--- src/rtl/stage_ctrl_pkg.sv ---
package stage_ctrl_pkg;
  localparam int OP_W  = 6;
  localparam int EX_W  = 4;
  localparam int MEM_W = 3;
  localparam int WB_W  = 2;
  localparam int WORD_W   = WB_W + MEM_W + EX_W;
  localparam int CARRY_W  = WB_W + MEM_W;

  localparam logic [OP_W-1:0] OP_REG   = 6'h00;
  localparam logic [OP_W-1:0] OP_LOAD  = 6'h23;
  localparam logic [OP_W-1:0] OP_STORE = 6'h2B;
  localparam logic [OP_W-1:0] OP_BEQ   = 6'h04;

  typedef struct packed {
    logic reg_wr;
    logic mem_to_reg;
  } wb_grp_t;

  typedef struct packed {
    logic branch;
    logic mem_rd;
    logic mem_wr;
  } mem_grp_t;

  typedef struct packed {
    logic       dst_sel;
    logic [1:0] alu_op;
    logic       alu_imm;
  } ex_grp_t;

  typedef struct packed {
    wb_grp_t  wb;
    mem_grp_t mem;
    ex_grp_t  ex;
  } ctrl_word_t;

  typedef struct packed {
    wb_grp_t  wb;
    mem_grp_t mem;
  } ctrl_carry_t;
endpackage

--- src/rtl/stage_ctrl_decoder.sv ---
module stage_ctrl_decoder
  import stage_ctrl_pkg::*;
#(
  parameter int INSTR_W = 32
) (
  input  logic [INSTR_W-1:0] instr,
  output ctrl_word_t         word
);
  localparam int OP_LSB = INSTR_W - OP_W;

  logic [OP_W-1:0] op;
  logic            is_nop;

  assign op     = instr[INSTR_W-1:OP_LSB];
  assign is_nop = ~|instr;

  always_comb begin
    word = '0;
    if (!is_nop) begin
      unique case (op)
        OP_REG: begin
          word.wb.reg_wr  = 1'b1;
          word.ex.dst_sel = 1'b1;
          word.ex.alu_op  = 2'b10;
        end
        OP_LOAD: begin
          word.wb.reg_wr     = 1'b1;
          word.wb.mem_to_reg = 1'b1;
          word.mem.mem_rd    = 1'b1;
          word.ex.alu_imm    = 1'b1;
        end
        OP_STORE: begin
          word.mem.mem_wr = 1'b1;
          word.ex.alu_imm = 1'b1;
        end
        OP_BEQ: begin
          word.mem.branch = 1'b1;
          word.ex.alu_op  = 2'b01;
        end
        default: word = '0;
      endcase
    end
  end
endmodule

--- src/rtl/stage_ctrl_reg.sv ---
module stage_ctrl_reg #(
  parameter int W = 4
) (
  input  logic         clk,
  input  logic         rst,
  input  logic         kill,
  input  logic [W-1:0] d,
  output logic [W-1:0] q
);
  always_ff @(posedge clk) begin
    if (rst || kill) q <= '0;
    else             q <= d;
  end
endmodule

--- src/rtl/stage_ctrl_pipe.sv ---
module stage_ctrl_pipe
  import stage_ctrl_pkg::*;
#(
  parameter int INSTR_W = 32
) (
  input  logic               clk,
  input  logic               rst,
  input  logic [INSTR_W-1:0] id_instr,
  input  logic               bubble_req,
  input  logic               flush_req,
  output logic [WORD_W-1:0]  id_ctrl,
  output logic [EX_W-1:0]    x_ex_ctrl,
  output logic [MEM_W-1:0]   m_mem_ctrl,
  output logic [WB_W-1:0]    w_wb_ctrl
);
  ctrl_word_t  dec_word;
  ctrl_word_t  idex_q;
  ctrl_carry_t exmem_q;
  wb_grp_t     memwb_q;
  ctrl_carry_t exmem_d;
  logic        idex_kill;

  stage_ctrl_decoder #(.INSTR_W(INSTR_W)) u_dec (
    .instr (id_instr),
    .word  (dec_word)
  );

  assign idex_kill = bubble_req | flush_req;
  assign exmem_d   = '{wb: idex_q.wb, mem: idex_q.mem};

  stage_ctrl_reg #(.W(WORD_W)) u_idex (
    .clk  (clk),
    .rst  (rst),
    .kill (idex_kill),
    .d    (dec_word),
    .q    (idex_q)
  );

  stage_ctrl_reg #(.W(CARRY_W)) u_exmem (
    .clk  (clk),
    .rst  (rst),
    .kill (flush_req),
    .d    (exmem_d),
    .q    (exmem_q)
  );

  stage_ctrl_reg #(.W(WB_W)) u_memwb (
    .clk  (clk),
    .rst  (rst),
    .kill (1'b0),
    .d    (exmem_q.wb),
    .q    (memwb_q)
  );

  assign id_ctrl    = dec_word;
  assign x_ex_ctrl  = idex_q.ex;
  assign m_mem_ctrl = exmem_q.mem;
  assign w_wb_ctrl  = memwb_q;
endmodule

--- config.mk ---
export PLATFORM = sky130hd
export DESIGN_NAME = stage_ctrl_pipe
export DESIGN_NICKNAME = d
export VERILOG_FILES = /design/src/rtl/stage_ctrl_pkg.sv /design/src/rtl/stage_ctrl_decoder.sv /design/src/rtl/stage_ctrl_reg.sv /design/src/rtl/stage_ctrl_pipe.sv
export SDC_FILE = /design/constraint.sdc
export NUM_CORES = 1
export LEC_CHECK = 0
export CORE_MARGIN = 4
export CORE_UTILIZATION = 32
export CTS_CLUSTER_DIAMETER = 120
export DETAILED_ROUTE_END_ITERATION = 16
export PLACE_DENSITY = 0.88
export SYNTH_ARGS = -nofsm -noshare
export SYNTH_HDL_FRONTEND = slang
export SYNTH_SLANG_ARGS = --single-unit
--- constraint.sdc ---
create_clock -name clk -period 4.2 [get_ports clk]
set_clock_uncertainty 0.15 [all_clocks]
set_input_delay 1.05 -clock clk [delete_from_list [all_inputs] [get_ports clk]]
set_output_delay 1.05 -clock clk [all_outputs]
set_load 0.01 [all_outputs]
### Word level (Yosys, flattened, before mapping)

Index checks and enable logic that the tools add are counted.

| word-level totals | value |
|---|---|
| bits in registers | 16 |
| input bits | 36 |
| output and inout port bits | 18 |
| logic and storage cells | 21 |

| operators by class | value |
|---|---|
| equal/unequal tests | 3 |
| multiplexer cells | 8 |
| bitwise gates (word level) | 1 |
| reduce and logical (&&, ||, !) cells | 6 |

Operators by type and width:

| cell | count |
|---|---|
| 32-bit OR reduction | 1 |
| 6-bit equality test, second input constant | 2 |
| 9-bit 2-to-1 mux | 1 |
| 6-bit by 3-bit equality test with 1-bit output, second input constant | 1 |
| 6-bit zero test | 1 |
| 1-bit 2-to-1 mux | 6 |
| 2-bit one-hot mux with 2 select lines | 1 |
| 2-bit OR reduction | 2 |
| 1-bit logical OR | 2 |
| 1-bit OR | 1 |

### Logic depth before layout (Yosys ltp)

Gate-level depths: netlist of the first run.

| depth | value |
|---|---|
| depth after elaboration | 4 |
| gate-level depth with buffers | 4 |
| depth with buffers taken out | 3 |

### Cells and area by module

From an unflattened synthesis of the first run, not the netlist that was laid out.

| unflattened totals | value |
|---|---|
| cells, all modules | 57 |
| area, all modules | 659.4 µm² |

By module, submodules not included:

| module | times used | cells each | area an instance (µm²) | seq. area each (µm²) |
|---|---|---|---|---|
| stage_ctrl_reg (u_idex) | 1 | 20 | 315.3 | 180.2 |
| stage_ctrl_decoder | 1 | 21 | 141.4 | 0.0 |
| stage_ctrl_reg (u_exmem) | 1 | 10 | 137.6 | 100.1 |
| stage_ctrl_reg (u_memwb) | 1 | 4 | 55.1 | 40.0 |
| stage_ctrl_pipe | 1 | 2 | 10.0 | 0.0 |

### Worst setup path after synthesis of the first run

OpenSTA, ideal clock, no wires.

| timing path | value |
|---|---|
| path type | input port to output port |
| start | input port id_instr[26] |
| end | output port id_ctrl[6] |
| data arrival time | 1842 ps |
| data required time | 3000 ps |
| slack | 1158 ps |
| stages on the path | 4 |
| buffers on the path | 1 |
| cells stage by stage | nor4_4 nand2_1 nor2_1 buf_4 |

| between the ends | value |
|---|---|
| cells in the longest elaborated chain, start to end | 3 |
| elaborated cells on any way between the ends | 4 |
| classes of those cells | eq/ne: 1; mux: 2; reduce/logical: 1 |

Ends and longest elaborated chain:

| what | line | source |
|---|---|---|
| start: declaration | stage_ctrl_pipe.sv:8 | `input logic [INSTR_W-1:0] id_instr,` |
| 6-bit by 3-bit equality test with 1-bit output | stage_ctrl_decoder.sv:20 | `unique case (op)` |
| 1-bit 2-to-1 mux | stage_ctrl_decoder.sv:20 |  |
| 9-bit 2-to-1 mux * | stage_ctrl_decoder.sv:19 | `if (!is_nop) begin` |
| end: declaration | stage_ctrl_pipe.sv:11 | `output logic [WORD_W-1:0] id_ctrl,` |

Mark *: on every way between the ends. The rest lies on a longest branch, timed or not.

### Worst setup path in the final report of the first run

| timing path | value |
|---|---|
| start | input port id_instr[26] |
| end | output port id_ctrl[2] |

| between the ends | value |
|---|---|
| cells in the longest elaborated chain, start to end | 3 |
| elaborated cells on any way between the ends | 5 |
| classes of those cells | eq/ne: 1; mux: 2; reduce/logical: 2 |

Ends and longest elaborated chain:

| what | line |
|---|---|
| 6-bit by 3-bit equality test with 1-bit output / 6-bit zero test (equally long branches) | stage_ctrl_decoder.sv:20 |
| 2-bit one-hot mux with 2 select lines | stage_ctrl_decoder.sv:20 |
| 9-bit 2-to-1 mux * | stage_ctrl_decoder.sv:19 |

Marks and branches as above.

==> results by stage, run 1 <==
Outcome:
- The flow ran to the end, and the final reports show no timing, DRC or antenna violations.

Floorplan:
- The effective utilization at floorplan is 0.344.
- The floorplan step defined a die boundary enclosing 2660 um2.
- The floorplan has 15 rows.
- The die outline height is about 52 um.
- The number of top-level design ports is 54.
- The floorplan die width is 51.5 um.
- The area of the core region is about 1800 um2.

Global routing:
- The global-route wire length before repair is 2.55 mm.
- The pin count of the biggest net entering global routing is 8.
- In the global route stage, overall resource usage came out at 0.129.
- The number of global-route vias before repair is around 650.
- The number of antenna violations at the first check in global routing is 0.
- The remaining global-route overflow is 0.

Synth:
- dfxtp_1 takes more of the synthesized area than any other cell.
- The count of flip-flops with a built-in enable after synthesis is 0.
- For this run, asynchronously set or reset flops after synthesis account for 0.
- The compound-cell area share of the yosys netlist was 0.0969.
- The Yosys step of the flow raised 0 warnings.
- The multiplexer share of the synthesized area is 0.
- By count the netlist is led by 13 x dfxtp_1, 9 x buf_4, 6 x nor2_1, 6 x nor4_1, 4 x and2_1.
- Counting every net in the synthesized netlist gives 101.
- The post-synthesis register bit count is 13.
- Of the total synthesized cell area, the portion taken by AND, OR, NAND and NOR gates is 0.311.
- The gate count of the mapped netlist is between 60 and 70.
- By area, the combinational part of the netlist is dominated by simple AND/OR/NAND/NOR gates.
- The most used flip-flop cell after synthesis is dfxtp_1.
- Of the synthesized area, sequential elements account for 0.429.
- Of the total synthesized cell area, the portion taken by full adders, half adders and majority gates is 0.
- After synthesis, the cell types taking the most area are dfxtp_1 43%, buf_4 11%, nor4_1 6.2%.
- In the post-synthesis netlist, the cell with the most instances is dfxtp_1.
- Summing every instance area after synthesis gives ~600 um2.
- Of the total synthesized cell area, the portion taken by XOR and XNOR cells is 0.
- The synthesized area per cell is 9.34 um2.
- The count of distinct cell types in the synthesized netlist is 23.
- Of the post-synthesis cell area, the dominant cell type holds 0.429.

Route:
- The detailed-route vias per instance is between 4 and 5.
- The DRC marker count from the first detailed-route iteration is 7.
- Dividing the detail-routed wire length by the instance count gives between 10 and 15 um.
- The vias after detailed routing is 629.
- After detailed routing, the total wire length is ~1.6 mm.
- After detailed routing, the number of remaining DRC violations is 0.
- Once detail routing completed, the nets flagged for antenna violations numbered 0.
- The first-pass iteration count of the detailed router is 2.

Hold path:
- Counting instances, the worst hold path has a depth of 1.
- The worst min-delay path category is flip-flop to flip-flop.

Finish:
- Registers take 260 um2.
- The area of the multi-input gates is around 250 um2.
- The filler-free cell count of the finished design is 135.
- The summed area of non-filler cells in the final layout is 1110 um2.
- The fraction of final layout cells with drive strength greater than 1 is 0.0727.
- Fill cells in the final layout number around 170.
- The growth of design area from synthesis to finish is 82.5%.
- The count of antenna diodes in the layout is 0.
- For this run, the post-layout net count is between 100 and 150.
- The final cell utilization of the core is 0.628.

Place:
- The number of instances in the placed design is 131.
- The weighted congestion at the end of routability-driven global placement is 0.778.
- The total of buffers placed on input and output ports is between 50 and 60.
- Summing all placed instances gives a cell area of 1080 um2.

STA:
- Counting I/O delays and the setup requirement, the final critical path takes around 4.0 ns.
- The count of final max-slew check failures is 0.
- The post-route fraction of the period consumed by the critical path is 0.946.
- Setup violations remaining at the end of the flow were counted as 0.
- The peak clock frequency supported by timing is 252 MHz.
- The slew at the pin with the worst max-slew slack is 0.289 ns.
- Setup repair after global routing left no endpoint under its margin.
- In this run the tightest slew margin relative to its limit is 0.806.
- The hold violation total from the final report was 0.
- The final sum of negative setup slack is 0 ns.

Clocking:
- The total of cells resized after clock tree synthesis is 0.
- The post-CTS setup buffer count is 0.
- The root buffer selected by CTS is clkbuf_4.
- Buffers inserted during clock tree synthesis total 3.
- The clock transition at the registers of the reported paths is about 0.07 ns.
- Counting along the longest clock path gives a buffer depth of 2.
- The clock tree from TritonCTS is done.
- The tree built by TritonCTS fans out to 13 sinks.
- The clock insertion delay at the later pin of the skew report is 0.27 ns.
- CTS built an H-tree with a depth of 1.
- The number of hold buffers added after CTS is 0.

Critical path:
- The worst setup path is launched from an input port.
- In this run the worst path has a maximum fanout of 4.
- The critical path in this run is classified as input port to output pin.
- The count of cells along the worst register-to-register path is 1.
- The required time at the endpoint of the critical path is 3.00 ns.
- The critical path arrival is 2.77 ns.
- The type of destination of the critical path is an output pin.

Pwr:
- The maximum vdd drop is 0.0000891 V.
- The overall power of the completed layout is 0.000242 W.
- In this run the power density over the cells is 218 nW/um2.
- For this design the static power due to leakage is 0.416 nW.

Run:
- The number of max-cap violations is 0.
area by class of cell:
cell class / instances / share of cell area
timing repair buffer: 53 / 0.479
multi-input combinational: 37 / 0.224
tap: 25 / 0.0282
inverter: 3 / 0.0102
sequential: 13 / 0.235
clock buffer: 4 / 0.0237
report_power, final:
group | internal (W) | switching, W
combinational | 0.0000328 | 0.0000121
clock | 0.0000368 | 0.0000366
sequential | 0.000123 | 0.0000000447
total | 0.000193 | 0.0000488
worst paths after layout:
kind,startpoint,endpoint,slack (ns)
hold / removal,u_idex.q[4],u_exmem.q[0],0.28
setup / recovery,id_instr[26],id_ctrl[2],0.23
hold reg to reg,u_idex.q[4],u_exmem.q[0],0.28
setup reg to reg,u_exmem.q[3],u_memwb.q[0],3.46
layout by cell type (no fill, tap or decap):
cell type        count
a211oi_1             2
a21oi_1              2
a311oi_2             1
a31oi_1              1
and2_1               4
and2b_2              2
and3_1               2
and4_1               1
and4b_1              1
clkbuf_1             1
clkbuf_4             3
clkdlybuf4s50_1     53
dfxtp_1             13
inv_1                3
nand2_1              2
nand3_1              1
nor2_1               6
nor3_1               3
nor4_1               6
nor4_4               1
o211ai_2             1
or3_1                1
metal layers:
layer | GRT usage | wire length, um | vias up
li1 | - | - | 312
met2 | 0.246 | 841 | 36
met1 | 0.117 | 572 | 279
met3 | 0.0401 | 181 | 2
met5 | 0 | 0 | -
met4 | 0.0786 | 14 | 0
stage by stage:
stage	hold slack [ns]	setup slack, ns
finish	0.280	0.228
global route	0.306	0.0855
CTS	0.282	0.218
detailed placement	0.264	0.213
global placement	0.260	0.251
floorplan	0.256	1.16
worst max-delay path, stage by stage:
cell and delay (ns):
clkdlybuf4s50_1 0.46, nor4_4 0.36, nand3_1 0.20, a21oi_1 0.15
clkdlybuf4s50_1 0.55
cells by family (layout without fill, tap and decap cells):
logic type,count (synthesis),in the layout
compound gates,7,7
buf+inv,15,60
flops,13,13
simple gates,30,30
registers in the layout, indices dropped and copies added (netlist names):
name       flops
u_idex.q       7
u_exmem.q      4
u_memwb.q      2
No activity file was read; power rests on OpenSTA's default activity.
==> run 2, diff against run 1 <==
--- a/config.mk
+++ b/config.mk
@@ -10,6 +10,7 @@
 export CTS_CLUSTER_DIAMETER = 120
 export DETAILED_ROUTE_END_ITERATION = 16
 export PLACE_DENSITY = 0.88
+export REMOVE_ABC_BUFFERS = 1
 export SYNTH_ARGS = -nofsm -noshare
 export SYNTH_HDL_FRONTEND = slang
 export SYNTH_SLANG_ARGS = --single-unit
==> run 2 against run 1 <==
Non-clock buffer count unchanged. Via count down 0.95%. Largest power group unchanged. Sequential power about the same. Wire length down 5.3%. Flip-flop and latch count unchanged. Global-route usage down 1.0 points. Combinational power about the same. Core utilization unchanged. Worst setup slack better by 0.0085 ns.
==> results by stage, run 2 (synthesis results as in run 1) <==
Clocking:
- The number of sinks driven by the clock tree is 13.
- Clock-pin slew was measured on the worst setup and hold paths at 0.07 ns.
- Buffers added to address setup during post-CTS repair amount to 0.
- Buffers inserted during clock tree synthesis total 3.
- The count of H-tree levels built during CTS is 1.
- The root buffer selected by CTS is clkbuf_4.
- In this run, post-CTS hold repair placed 0 buffers.
- The clock tree from TritonCTS is done.
- After clock tree synthesis, the repair step resized 0 gates.
- The clock passes through at most 2 buffers.
- The clock insertion delay at the later pin of the skew report is approximately 0.27 ns.

Floorplan:
- The die outline height is around 52 um.
- The area of the core region is 1760 um2.
- The floorplan die width is 51.5 um.
- The site row count is 15.
- The die area is 2660 um2.
- The number of top-level design ports is 54.
- For this configuration, the core starts out at a cell density of 0.344.

Route:
- The uppermost layer routed is met4.
- The first-pass iteration count of the detailed router is 2.
- The DRC marker count from the first detailed-route iteration is 1.
- Using the TritonRoute via totals, the vias-per-cell ratio works out to 4.61.
- The DRC violations left is 0.
- The length of routed wiring on met1 is 539 um.
- The met2 wirelength from detailed routing is 810 um.
- The overall routed net length is approximately 1.5 mm.
- The routed design uses ~160 um of met3 wire.
- The remaining antenna violation count after routing is 0.
- The detailed router placed 623 vias in this run.
- The average routed wire per standard cell is ~11 um.

STA:
- The peak clock frequency supported by timing is 252 MHz.
- Measured against its own limit, the worst slew margin works out to 0.804.
- The time the final worst path needs with I/O delays and setup is ~4.0 ns.
- The hold violation total from the final report is 0.
- Setup repair after global routing left no endpoint under its margin.
- The post-route fraction of the period consumed by the critical path is 0.944.
- In the final timing run, aggregate negative setup slack is 0 ns.
- The number of setup violations in the final report is 0.
- The count of final max-slew check failures is 0.
- At the pin with the least slew margin, the transition time is 0.292 ns.

Critical path:
- Along the worst path, the maximum fanout reaches 4.
- Walking the worst path, the cells encountered are clkdlybuf4s50_1 > nor4_4 > nand3_1 > a21oi_1 > clkdlybuf4s50_1.
- The most prevalent standard cell on the critical path is clkdlybuf4s50_1.
- The critical path class is input port to output pin.
- The slowest stage of the critical path is the clkdlybuf4s50_1 cell.
- For this run, the slowest stage of the critical path takes 0.55 ns.
- The startpoint identified for the worst register-to-register timing path is u_exmem.q[3].
- The critical path arrival is 2.76 ns.
- The type of destination of the critical path is an output pin.
- STA classifies the critical path startpoint as an input port.
- In this design, the largest share of critical-path delay is due to buffers and inverters.
- The required time at the endpoint of the critical path is 3.00 ns.
- In this run the worst setup path begins at id_instr[26].
- The instance count on the critical path is 5.
- The sum of buffers and inverters on the critical path is 2.
- The count of cells along the worst register-to-register path is 1.

Global routing:
- The number of antenna violations at the first check in global routing was 0.
- After global routing the overflow that remains totals 0.
- The number of global-route vias before repair was 630.
- The pin count of the biggest net entering global routing is 8.
- The global-route wire length before repair is approximately 2.4 mm.
- The total global-route track usage is 0.119.

Finish:
- The most common cell after layout, fill and taps aside is clkdlybuf4s50_1.
- The register bank with the most flops is u_idex.q.
- For this run, the share of the core covered by cells in the final layout is 0.628.
- The fraction of final layout cells with drive strength greater than 1 is 0.0727.
- At the end of the flow, the number of nets in the layout was ~150.
- The growth of design area from synthesis to finish is 82.5%.
- 0 antenna diodes ended up in the layout.
- The filler cell count in the final layout is 157.
- The largest registers in the layout are u_idex.q (7), u_exmem.q (4), u_memwb.q (2).
- In the layout the commonest cells are 53 x clkdlybuf4s50_1, 13 x dfxtp_1, 6 x nor2_1, 6 x nor4_1, 4 x and2_1.
- The flip-flop count of the largest register after layout is 7.

Pwr:
- The share of total power dissipated in combinational logic is 0.186.
- The analysis attributes to net switching a power of 0.0000474 W.
- The internal power component is 0.000193 W.
- Summed over all cells, the static leakage comes to 0.416 nW.
- Of the total power, registers draw 0.513.
- Dividing total power by cell area gives a power density of 217 nW/um2.
- The maximum vdd drop is 0.000108 V.
- The switching share of total power is 0.197.
- The part of the total power dissipated in the clock network is 0.301.

Outcome:
- The run finished with clean final reports.

Hold path:
- The worst hold path startpoint is u_idex.q[7].
- The path class of the tightest hold or removal check is flip-flop to flip-flop.
- Along the worst hold path, the cell count comes to 1.

Place:
- The congestion estimate from routability-driven global placement came to approximately 0.70.
- The count of buffers added on input and output ports is 53.
- The wire-length estimate of the detail-placed layout is around 1.4 mm.

Run:
- The number of max-cap violations is 0.
-- run 2: layer usage --
| layer | global-route usage | up-vias |
|---|---|---|
| met3 | 0.0315 | 2 |
| met1 | 0.112 | 280 |
| met2 | 0.231 | 33 |
| li1 | - | 308 |
| met4 | 0.0611 | 0 |
| met5 | 0 | - |
-- run 2: power groups by stage --
stage | registers, W | logic, W | clock network (W)
floorplan | 0.000126 | 0.00000691 | 0
CTS | 0.000123 | 0.0000449 | 0.0000764
global placement | 0.000126 | 0.0000438 | 0
finish | 0.000123 | 0.0000446 | 0.0000723
global route | 0.000123 | 0.0000478 | 0.0000819
detailed placement | 0.000126 | 0.0000448 | 0
-- run 2: worst paths after layout --
path / to / slack, ns
max reg2reg: u_memwb.q[0] / 3.46
min reg2reg: u_exmem.q[3] / 0.28
min: u_exmem.q[3] / 0.28
max: id_ctrl[3] / 0.24
-- run 2: layout make-up --
cell class                      instances  area [um2]  share of cell area
Multi-Input combinational cell         37         248               0.224
Inverter                                3        11.3              0.0102
Timing Repair Buffer                   53         531               0.479
Sequential cell                        13         260               0.235
Clock buffer                            4        26.3              0.0237
Tap cell                               25        31.3              0.0282
-- run 2: per-stage QoR --
step	hold slack, ns	setup WS, ns	total power, W	std cells	area, um2
detailed placement	0.266	0.225	0.000171	131	1080
CTS	0.284	0.230	0.000245	135	1110
global route	0.304	0.0879	0.000253	135	1110
floorplan	0.256	1.23	0.000133	53	519
global placement	0.259	0.249	0.000170	131	1080
finish	0.283	0.237	0.000240	135	1110
